`config.mk`:
```
export PLATFORM = sky130hd
export DESIGN_NAME = sio_cfg_port
export DESIGN_NICKNAME = d
export VERILOG_FILES = /design/src/rtl/sio_pkg.sv /design/src/rtl/sio_key_detect.sv /design/src/rtl/sio_global_regs.sv /design/src/rtl/sio_bank_port.sv /design/src/rtl/sio_cfg_port.sv
export SDC_FILE = /design/constraint.sdc
export NUM_CORES = 1
export LEC_CHECK = 0
export ABC_AREA = 1
export BUFFER_PORTS_ARGS = -buffer_cell sky130_fd_sc_hd__buf_2
export CAP_MARGIN = 20
export CORE_MARGIN = 2
export CORE_UTILIZATION = 46
export CTS_BUF_LIST = sky130_fd_sc_hd__clkbuf_2
export CTS_CLUSTER_SIZE = 28
export DETAILED_ROUTE_END_ITERATION = 10
export MAX_ROUTING_LAYER = met4
export PLACE_DENSITY = 0.78
export SLEW_MARGIN = 20
export SYNTH_ARGS = -nofsm -noshare
export SYNTH_HDL_FRONTEND = slang
export SYNTH_SLANG_ARGS = --single-unit
```
`constraint.sdc`:
```
create_clock -name clk -period 1.4 [get_ports clk]
set_clock_uncertainty 0.1 [all_clocks]
set_input_delay 0.14 -clock clk [delete_from_list [all_inputs] [get_ports clk]]
set_output_delay 0.14 -clock clk [all_outputs]
set_load 0.05 [all_outputs]
```
`src/rtl/sio_pkg.sv`:
```
`timescale 1ns/1ps
package sio_pkg;

    localparam int BYTE_W    = 8;
    localparam int KEY_LEN   = 4;
    localparam int KEY_POS_W = $clog2(KEY_LEN);

    localparam logic [BYTE_W-1:0] REG_EXIT   = 8'h02;
    localparam logic [BYTE_W-1:0] CMD_EXIT   = 8'h02;
    localparam logic [BYTE_W-1:0] REG_LDN    = 8'h07;
    localparam logic [BYTE_W-1:0] REG_ID_HI  = 8'h20;
    localparam logic [BYTE_W-1:0] REG_ID_LO  = 8'h21;
    localparam logic [BYTE_W-1:0] REG_REV    = 8'h22;
    localparam logic [BYTE_W-1:0] BANK_BASE  = 8'h30;
    localparam logic [BYTE_W-1:0] IDLE_BYTE  = 8'hFF;
    localparam logic [BYTE_W-1:0] EMPTY_BYTE = 8'h00;

    typedef enum logic [1:0] {
        SEL_NONE,
        SEL_INDEX,
        SEL_DATA
    } port_sel_e;

    typedef struct packed {
        logic                 open;
        logic [KEY_POS_W-1:0] pos;
    } key_state_t;

    typedef struct packed {
        logic [BYTE_W-1:0] idx;
        logic [BYTE_W-1:0] ldn;
    } glob_state_t;

    typedef struct packed {
        logic              wr;
        logic [BYTE_W-1:0] data;
    } bank_state_t;

    // Unlock key, in the order the bytes must arrive.
    function automatic logic [BYTE_W-1:0] key_byte(input int unsigned pos);
        case (pos)
            0:       key_byte = 8'h87;
            1:       key_byte = 8'h01;
            default: key_byte = 8'h55;
        endcase
    endfunction

endpackage

```
`src/rtl/sio_key_detect.sv`:
```
`timescale 1ns/1ps
module sio_key_detect
    import sio_pkg::*;
(
    input  logic              clk,
    input  logic              rst_n,
    input  logic              key_wr,
    input  logic [BYTE_W-1:0] key_in,
    input  logic              exit_cmd,
    output logic              open
);
    localparam logic [KEY_POS_W-1:0] LAST_POS = KEY_POS_W'(KEY_LEN - 1);

    key_state_t st_d, st_q;

    always_comb begin
        st_d = st_q;
        if (exit_cmd) begin
            st_d.open = 1'b0;
            st_d.pos  = '0;
        end else if (!st_q.open && key_wr) begin
            if (key_in == key_byte(int'(st_q.pos))) begin
                if (st_q.pos == LAST_POS) begin
                    st_d.open = 1'b1;
                    st_d.pos  = '0;
                end else begin
                    st_d.pos = st_q.pos + 1'b1;
                end
            end else if (key_in == key_byte(0)) begin
                // A mismatching byte may still start a new key.
                st_d.pos = KEY_POS_W'(1);
            end else begin
                st_d.pos = '0;
            end
        end
    end

    always_ff @(posedge clk or negedge rst_n) begin
        if (!rst_n) begin
            st_q <= '0;
        end else begin
            st_q <= st_d;
        end
    end

    assign open = st_q.open;

endmodule

```
`src/rtl/sio_global_regs.sv`:
```
`timescale 1ns/1ps
module sio_global_regs
    import sio_pkg::*;
#(
    parameter logic [15:0] CHIP_ID     = 16'h8A5C,
    parameter logic [3:0]  CHIP_REV    = 4'h1,
    parameter bit          DEV_PRESENT = 1'b1
) (
    input  logic              clk,
    input  logic              rst_n,
    input  logic              open,
    input  port_sel_e         wsel,
    input  port_sel_e         rsel,
    input  logic [BYTE_W-1:0] wdata,
    input  logic [BYTE_W-1:0] bank_rdata,
    output logic [BYTE_W-1:0] idx,
    output logic [BYTE_W-1:0] ldn,
    output logic              exit_cmd,
    output logic              bank_fwd,
    output logic [BYTE_W-1:0] rdata
);
    localparam logic [15:0]       ID_SEEN  = DEV_PRESENT ? CHIP_ID : 16'hFFFF;
    localparam logic [BYTE_W-1:0] REV_SEEN = DEV_PRESENT ? {4'h0, CHIP_REV} : IDLE_BYTE;

    glob_state_t st_d, st_q;
    logic        data_wr;
    logic        in_bank;

    always_comb begin
        data_wr  = open && (wsel == SEL_DATA);
        in_bank  = (st_q.idx >= BANK_BASE);
        exit_cmd = data_wr && (st_q.idx == REG_EXIT) && (wdata == CMD_EXIT);
        bank_fwd = data_wr && in_bank;

        st_d = st_q;
        if (open && (wsel == SEL_INDEX)) begin
            st_d.idx = wdata;
        end
        if (data_wr && (st_q.idx == REG_LDN)) begin
            st_d.ldn = wdata;
        end
    end

    always_comb begin
        rdata = IDLE_BYTE;
        if (open) begin
            case (rsel)
                SEL_INDEX: rdata = st_q.idx;
                SEL_DATA: begin
                    if (in_bank) begin
                        rdata = bank_rdata;
                    end else begin
                        case (st_q.idx)
                            REG_LDN:   rdata = st_q.ldn;
                            REG_ID_HI: rdata = ID_SEEN[15:8];
                            REG_ID_LO: rdata = ID_SEEN[7:0];
                            REG_REV:   rdata = REV_SEEN;
                            default:   rdata = EMPTY_BYTE;
                        endcase
                    end
                end
                default: rdata = IDLE_BYTE;
            endcase
        end
    end

    always_ff @(posedge clk or negedge rst_n) begin
        if (!rst_n) begin
            st_q <= '0;
        end else begin
            st_q <= st_d;
        end
    end

    assign idx = st_q.idx;
    assign ldn = st_q.ldn;

endmodule

```
`src/rtl/sio_bank_port.sv`:
```
`timescale 1ns/1ps
module sio_bank_port
    import sio_pkg::*;
(
    input  logic              clk,
    input  logic              rst_n,
    input  logic              fwd,
    input  logic [BYTE_W-1:0] wdata,
    output logic              bank_wr,
    output logic [BYTE_W-1:0] bank_wdata
);
    bank_state_t st_d, st_q;

    always_comb begin
        st_d    = st_q;
        st_d.wr = fwd;
        if (fwd) begin
            st_d.data = wdata;
        end
    end

    always_ff @(posedge clk or negedge rst_n) begin
        if (!rst_n) begin
            st_q <= '0;
        end else begin
            st_q <= st_d;
        end
    end

    assign bank_wr    = st_q.wr;
    assign bank_wdata = st_q.data;

endmodule

```
`src/rtl/sio_cfg_port.sv`:
```
`timescale 1ns/1ps
module sio_cfg_port
    import sio_pkg::*;
#(
    parameter int              ADDR_W      = 16,
    parameter logic [ADDR_W-1:0] BASE_ADDR = 16'h002E,
    parameter logic [15:0]     CHIP_ID     = 16'h8A5C,
    parameter logic [3:0]      CHIP_REV    = 4'h1,
    parameter bit              DEV_PRESENT = 1'b1
) (
    input  logic              clk,
    input  logic              rst_n,
    input  logic [ADDR_W-1:0] io_addr,
    input  logic              io_wr,
    input  logic              io_rd,
    input  logic [7:0]        io_wdata,
    output logic [7:0]        io_rdata,
    input  logic [7:0]        bank_rdata,
    output logic              bank_wr,
    output logic [7:0]        bank_ldn,
    output logic [7:0]        bank_idx,
    output logic [7:0]        bank_wdata
);
    localparam logic [ADDR_W-1:0] DATA_ADDR = ADDR_W'(BASE_ADDR + 1'b1);

    port_sel_e wsel, rsel;
    logic      cfg_open;
    logic      exit_cmd;
    logic      bank_fwd;
    logic [BYTE_W-1:0] cur_idx;

    always_comb begin
        wsel = SEL_NONE;
        rsel = SEL_NONE;
        if (io_addr == BASE_ADDR) begin
            if (io_wr) wsel = SEL_INDEX;
            if (io_rd) rsel = SEL_INDEX;
        end else if (io_addr == DATA_ADDR) begin
            if (io_wr) wsel = SEL_DATA;
            if (io_rd) rsel = SEL_DATA;
        end
    end

    sio_key_detect u_key (
        .clk      (clk),
        .rst_n    (rst_n),
        .key_wr   (wsel == SEL_INDEX),
        .key_in   (io_wdata),
        .exit_cmd (exit_cmd),
        .open     (cfg_open)
    );

    sio_global_regs #(
        .CHIP_ID     (CHIP_ID),
        .CHIP_REV    (CHIP_REV),
        .DEV_PRESENT (DEV_PRESENT)
    ) u_glob (
        .clk        (clk),
        .rst_n      (rst_n),
        .open       (cfg_open),
        .wsel       (wsel),
        .rsel       (rsel),
        .wdata      (io_wdata),
        .bank_rdata (bank_rdata),
        .idx        (cur_idx),
        .ldn        (bank_ldn),
        .exit_cmd   (exit_cmd),
        .bank_fwd   (bank_fwd),
        .rdata      (io_rdata)
    );

    sio_bank_port u_bank (
        .clk        (clk),
        .rst_n      (rst_n),
        .fwd        (bank_fwd),
        .wdata      (io_wdata),
        .bank_wr    (bank_wr),
        .bank_wdata (bank_wdata)
    );

    assign bank_idx = cur_idx;

endmodule

```
After elaboration in Yosys (flattened, before gate mapping)
Cells that the tools add are included.
- register bits after elaboration: 28
- latch bits: 0
- bits in writable memories: 0
- ROM bits: 0
- input port bits: 36
- output and inout bits: 33
- logic and storage cells: 59
- memories: 0
- add/sub/neg operators: 1
- $mul: 0
- div/mod/pow operators: 0
- $lt $le $gt $ge: 1
- equality and inequality tests: 16
- shift operators: 0
- mux-type cells: 22
- bitwise operators: 0
- reductions and logical operators: 13
- operators by type and width (kind ; count):
    $eq 16x6->1 const B ; 2
    $mux 8 ; 4
    $pmux 8 s2 ; 2
    $pmux 8 s4 ; 1
    $eq 8x6->1 const B ; 3
    $eq 8x2->1 const B ; 2
    $mux 2 ; 8
    $eq 8x3->1 const B ; 1
    $eq 8x8->1 ; 1
    $eq 8x8->1 const B ; 1
    $ge 8x6->1 const B ; 1
    $logic_and 1x1->1 ; 7
    $eq 2x1->1 const B ; 3
    $eq 2x2->1 const B ; 3
    $mux 3 ; 2
    $reduce_bool 2->1 ; 3
    $mux 1 ; 5
    $reduce_and 3->1 ; 1
    $add 2x1->2 const B ; 1
    $logic_not 2->1 ; 1
    $logic_not 1->1 ; 1

Logic depth before layout (Yosys ltp)
- depth after elaboration: 12
- mapped depth: 12
- depth with buffers taken out: 12

Hierarchy
From an unflattened synthesis, not the netlist that was laid out.
- cells, all modules: 275
- area total of the unflattened synthesis: 1871.8 um^2
- modules (own cells, without submodules) (module ; instances ; cells each ; area each (um^2) ; seq. area each (um^2)):
    sio_global_regs ; 1 ; 161 ; 1111.1 ; 400.4
    sio_bank_port ; 1 ; 35 ; 330.3 ; 225.2
    sio_key_detect ; 1 ; 51 ; 319.1 ; 75.1
    sio_cfg_port ; 1 ; 28 ; 111.4 ; 0.0

Least setup slack after synthesis
No wires, ideal clock.
- path type: flip-flop to output port
- start point: reg u_glob.st_q (netlist bit u_glob.idx[2])
- end point: out io_rdata[5]
- data arrival time: 1.748 ns
- data required time: 1.160 ns
- slack: -0.588 ns
- stages on the path, launching flop included: 9
- path buffers: 0
- cells stage by stage: dfrtp_1 > inv_1 > nor3_2 > nand2_1 > inv_2 > nand2_1 > nand2_1 > nand2_1 > nand3_1
- longest elaborated chain between the ends: 5
- elaborated cells on any way between the ends: 9
- classes of those cells: order compare: 1; eq/ne: 4; mux: 4
- RTL lines (element ; line ; RTL):
    start: declaration ; sio_global_regs.sv:25 ; glob_state_t st_d, st_q;
    start signal: assignment ; sio_global_regs.sv:71 ; st_q <= st_d;
    parallel branches: the longest is 2 deep, another holds $ge 8x6->1 ; - ;
    $mux 8 * ; sio_global_regs.sv:50 ; if (in_bank) begin
    $pmux 8 s2 * ; sio_global_regs.sv:47 ; case (rsel)
    $mux 8 * ; sio_global_regs.sv:46 ; if (open) begin
    end: declaration ; sio_cfg_port.sv:17 ; output logic [7:0] io_rdata,
Every way passes the cells marked *.

Worst setup path after layout
- start point: reg u_glob.st_q (netlist bit u_glob.idx[5])
- end point: out io_rdata[3]
Same word-level chain as after synthesis.

==> flow_summary_export.csv <==
group,metric,value,unit
die,num_io_pins,69,
worst_setup_path,critPathKind,"reg -> out",
timing,fin_ws,-0.749,ns
worst_setup_path,cp_data_required_time,1.16,ns
global_route,grt_max_degree,29,
worst_setup_path,critPathCaptureType,"output pin",
place,dp_hpwl,3880,um
die,start_util,0.485,
worst_setup_path,startpoint_type,"register",
clock_tree,path_clk_slew,0.30,ns
min_path,min_from,"io_wdata[2]",
detailed_routing,post_drt_wl_per_cell,18.3,um
outcome,status,"finished, violations left",
power_and_ir_drop,leakage,1.62,nW
synthesis,synth_top_flop_cell,"dfrtp_1",
synthesis,synth_cells,258,
detailed_routing,wirelength,7680,um
finish,syn_to_final_growth,77.5,%
timing,fin_tns_setup,-9.84,ns
synthesis,ys_ff_latch,28,
worst_setup_path,crit_slowest_cell,"dfrtp_2",
detailed_routing,vias,2356,
finish,finalInstanceArea,3200,um2
worst_setup_path,cp_cell_sequence,"inv_1 -> nand3_2 -> inv_2 -> buf_4 -> nand3_2 -> nand4_1 -> nand2_2 -> nand3_4 -> buf_8",
global_route,grt_pass1_wl,8810,um
timing,worst_hold_slack,-0.0208,ns
worst_setup_path,cp.arrival,1.91,ns
clock_tree,cts_buffers,3,
die,die_area,4430,um2
flow_run,drv_cap,0,
clock_tree,cts_buffer_depth,2,
worst_setup_path,reg2reg_from,"u_glob.idx[5]",
power_and_ir_drop,vdd_ir_drop_max,0.494,mV
place,placed_cell_area,2580,um2
timing,hold_viol_final,4,
synthesis,synth.avg_cell_area,6.98,um2
detailed_routing,vias_per_cell,5.60,
synthesis,synth_nets,297,
die,placeableCoreArea,3720,um2
timing,setup_violations,39,
detailed_routing,drc_errors,0,
synthesis,synth_edf_count,0,
synthesis,yosys_warnings,0,
die,die_h,66.6,um
timing,slew-limit-headroom,0.575,
clock_tree,cts_tree,"done",
timing,rsz0062_at_grt,"true",
worst_setup_path,path_common_cell,"nand3_2",
detailed_routing,drtAntennaViolNets,0,
global_route,antenna_found_initial,0,
worst_setup_path,startpoint,"u_glob.idx[5]",
worst_setup_path,path_max_fanout,3,
timing,final_min_period_over_clock_period,1.54,
synthesis,syn_area,1800,um2
power_and_ir_drop,powerDensity,468,nW/um2
global_route,grt_pass1_vias,1913,
synthesis,synth_cell_types,25,
synthesis,ys_seq_area_frac,0.389,
clock_tree,clk_latency,0.40,ns
worst_setup_path,cpPeakStageDelay,0.51,ns
finish,drive_gt1_frac,0.566,
place,post-place-ws,-0.309,ns
finish,final_cell_mix,"nand2_1 (54), buf_2 (44), inv_1 (33), buf_4 (33), nand2_2 (27)",
synthesis,synthArstFlopShare,1.00,
clock_tree,clock-sinks,28,
worst_setup_path,r2r_slack,-0.31,ns
timing,min_period,2.15,ns
place,numPortBuffers,68,
min_path,hold_path.class,"in -> reg",
detailed_routing,dr.pass1.iters,5,
finish,final_core_util,0.860,
global_route,grt_usage,0.274,
clock_tree,htreeDepth,1,
place,gp_congestion,0.868,
finish,fin_nets,413,
clock_tree,cts_root_buf,"clkbuf_2",
global_route,overflow,0,
timing,max_freq,465,MHz
finish,n_fill_cell,180,
timing,worst_pin_slew,0.637,ns
die,rows,22,
die,die_w,66.6,um
timing,drv_slew,0,
finish,antennaDiodeCount,0,
detailed_routing,drt-initial-drc-count,202,
outcome,violations,"negative hold slack, negative setup slack",
finish,final_common_cell,"nand2_1",
[report_power, final]
group | total, W | leakage, nW | internal [W] | switching (W)
logic | 0.000161 | 1.23 | 0.0000639 | 0.0000971
clock network | 0.000523 | 0.0266 | 0.000245 | 0.000277
registers | 0.000812 | 0.364 | 0.000812 | 0.000000224
[cell families (layout without fill, tap and decap cells)]
family                   after synthesis  after routing  share of synthesized area
AO/OA/AOI/OAI                         31             31                      0.124
adder cells (fa/ha/maj)                3              3                     0.0209
buffers and inverters                 44            157                      0.101
flip-flops                            28             28                      0.389
AND/OR/NAND/NOR                      152            154                      0.366
[final timing paths]
path | endpoint | cells after the start
worst max register to register | u_key.open | 9
min in group asynchronous | u_glob.ldn[0] | 2
worst min register to register | u_bank.bank_wdata[5] | 2
max in group asynchronous | u_glob.ldn[6] | 2
worst min-delay path | u_bank.bank_wdata[2] | 3
worst max-delay path | io_rdata[3] | 9
[routing by layer]
layer  routed length (um)  share of wire  GRT usage
met5                    0              0          -
met2                 3900           0.51      0.499
met4                  412          0.054     0.0612
met1                 2790           0.36      0.332
met3                  583          0.076     0.0220
[synth_stat cells (all sizes together) (2+ instances only)]
cell | n | area, um2
nor2 | 25 | 111
ha | 3 | 37.5
a21oi | 2 | 10.0
nand3 | 29 | 145
inv | 40 | 150
dfrtp | 28 | 701
o21ai | 26 | 190
nand2 | 87 | 332
buf | 3 | 27.5
nor3 | 4 | 25.0
nand4 | 5 | 31.3
[what timing repair did]
| action | in CTS | in global routing |
|---|---|---|
| hold buffers | 2 | 0 |
| gates cloned | 3 | 1 |
| buffers inserted | 7 | 6 |
| gates resized for setup | 70 | 60 |
| pin swaps | 13 | 15 |
| endpoints found under the hold margin | 30 | 0 |
| endpoints found under the setup margin | 35 | 43 |
[metrics by stage]
| stage | instances | hold WS (ns) | total power [W] |
|---|---|---|---|
| 6_report | 421 | -0.0208 | 0.00150 |
| 5_1_grt | 421 | -0.0260 | 0.00153 |
| 4_1_cts | 417 | 0.0127 | 0.00145 |
| 3_5_place_dp | 403 | 0.0848 | 0.000965 |
| 3_3_place_gp | 403 | 0.0934 | 0.000963 |
| 2_1_floorplan | 258 | -0.256 | 0.000870 |
[worst max-delay path: cells and delay by family, from the launching register on]
kind	cells	cell delay (ns)
buf+inv	4	0.50
flops	1	0.51
simple gates	5	0.50
[state kept, by name (all words and copies together) (netlist names)]
signal	count
u_glob.ldn	8
u_key.st_q	2
u_bank.bank_wdata	8
u_bank.bank_wr	1
u_key.open	1
u_glob.idx	8
[final cells by class]
type                       instances  area [um2]  share of cell area
sequential                        28         713               0.223
clock inverter                     1        30.0             0.00940
inverter                          41         159              0.0497
tap                               48        60.1              0.0188
timing repair buffer             112         952               0.298
multi-input combinational        188        1270               0.396
clock buffer                       3        15.0             0.00470
No activity file was read; power rests on OpenSTA's default activity.
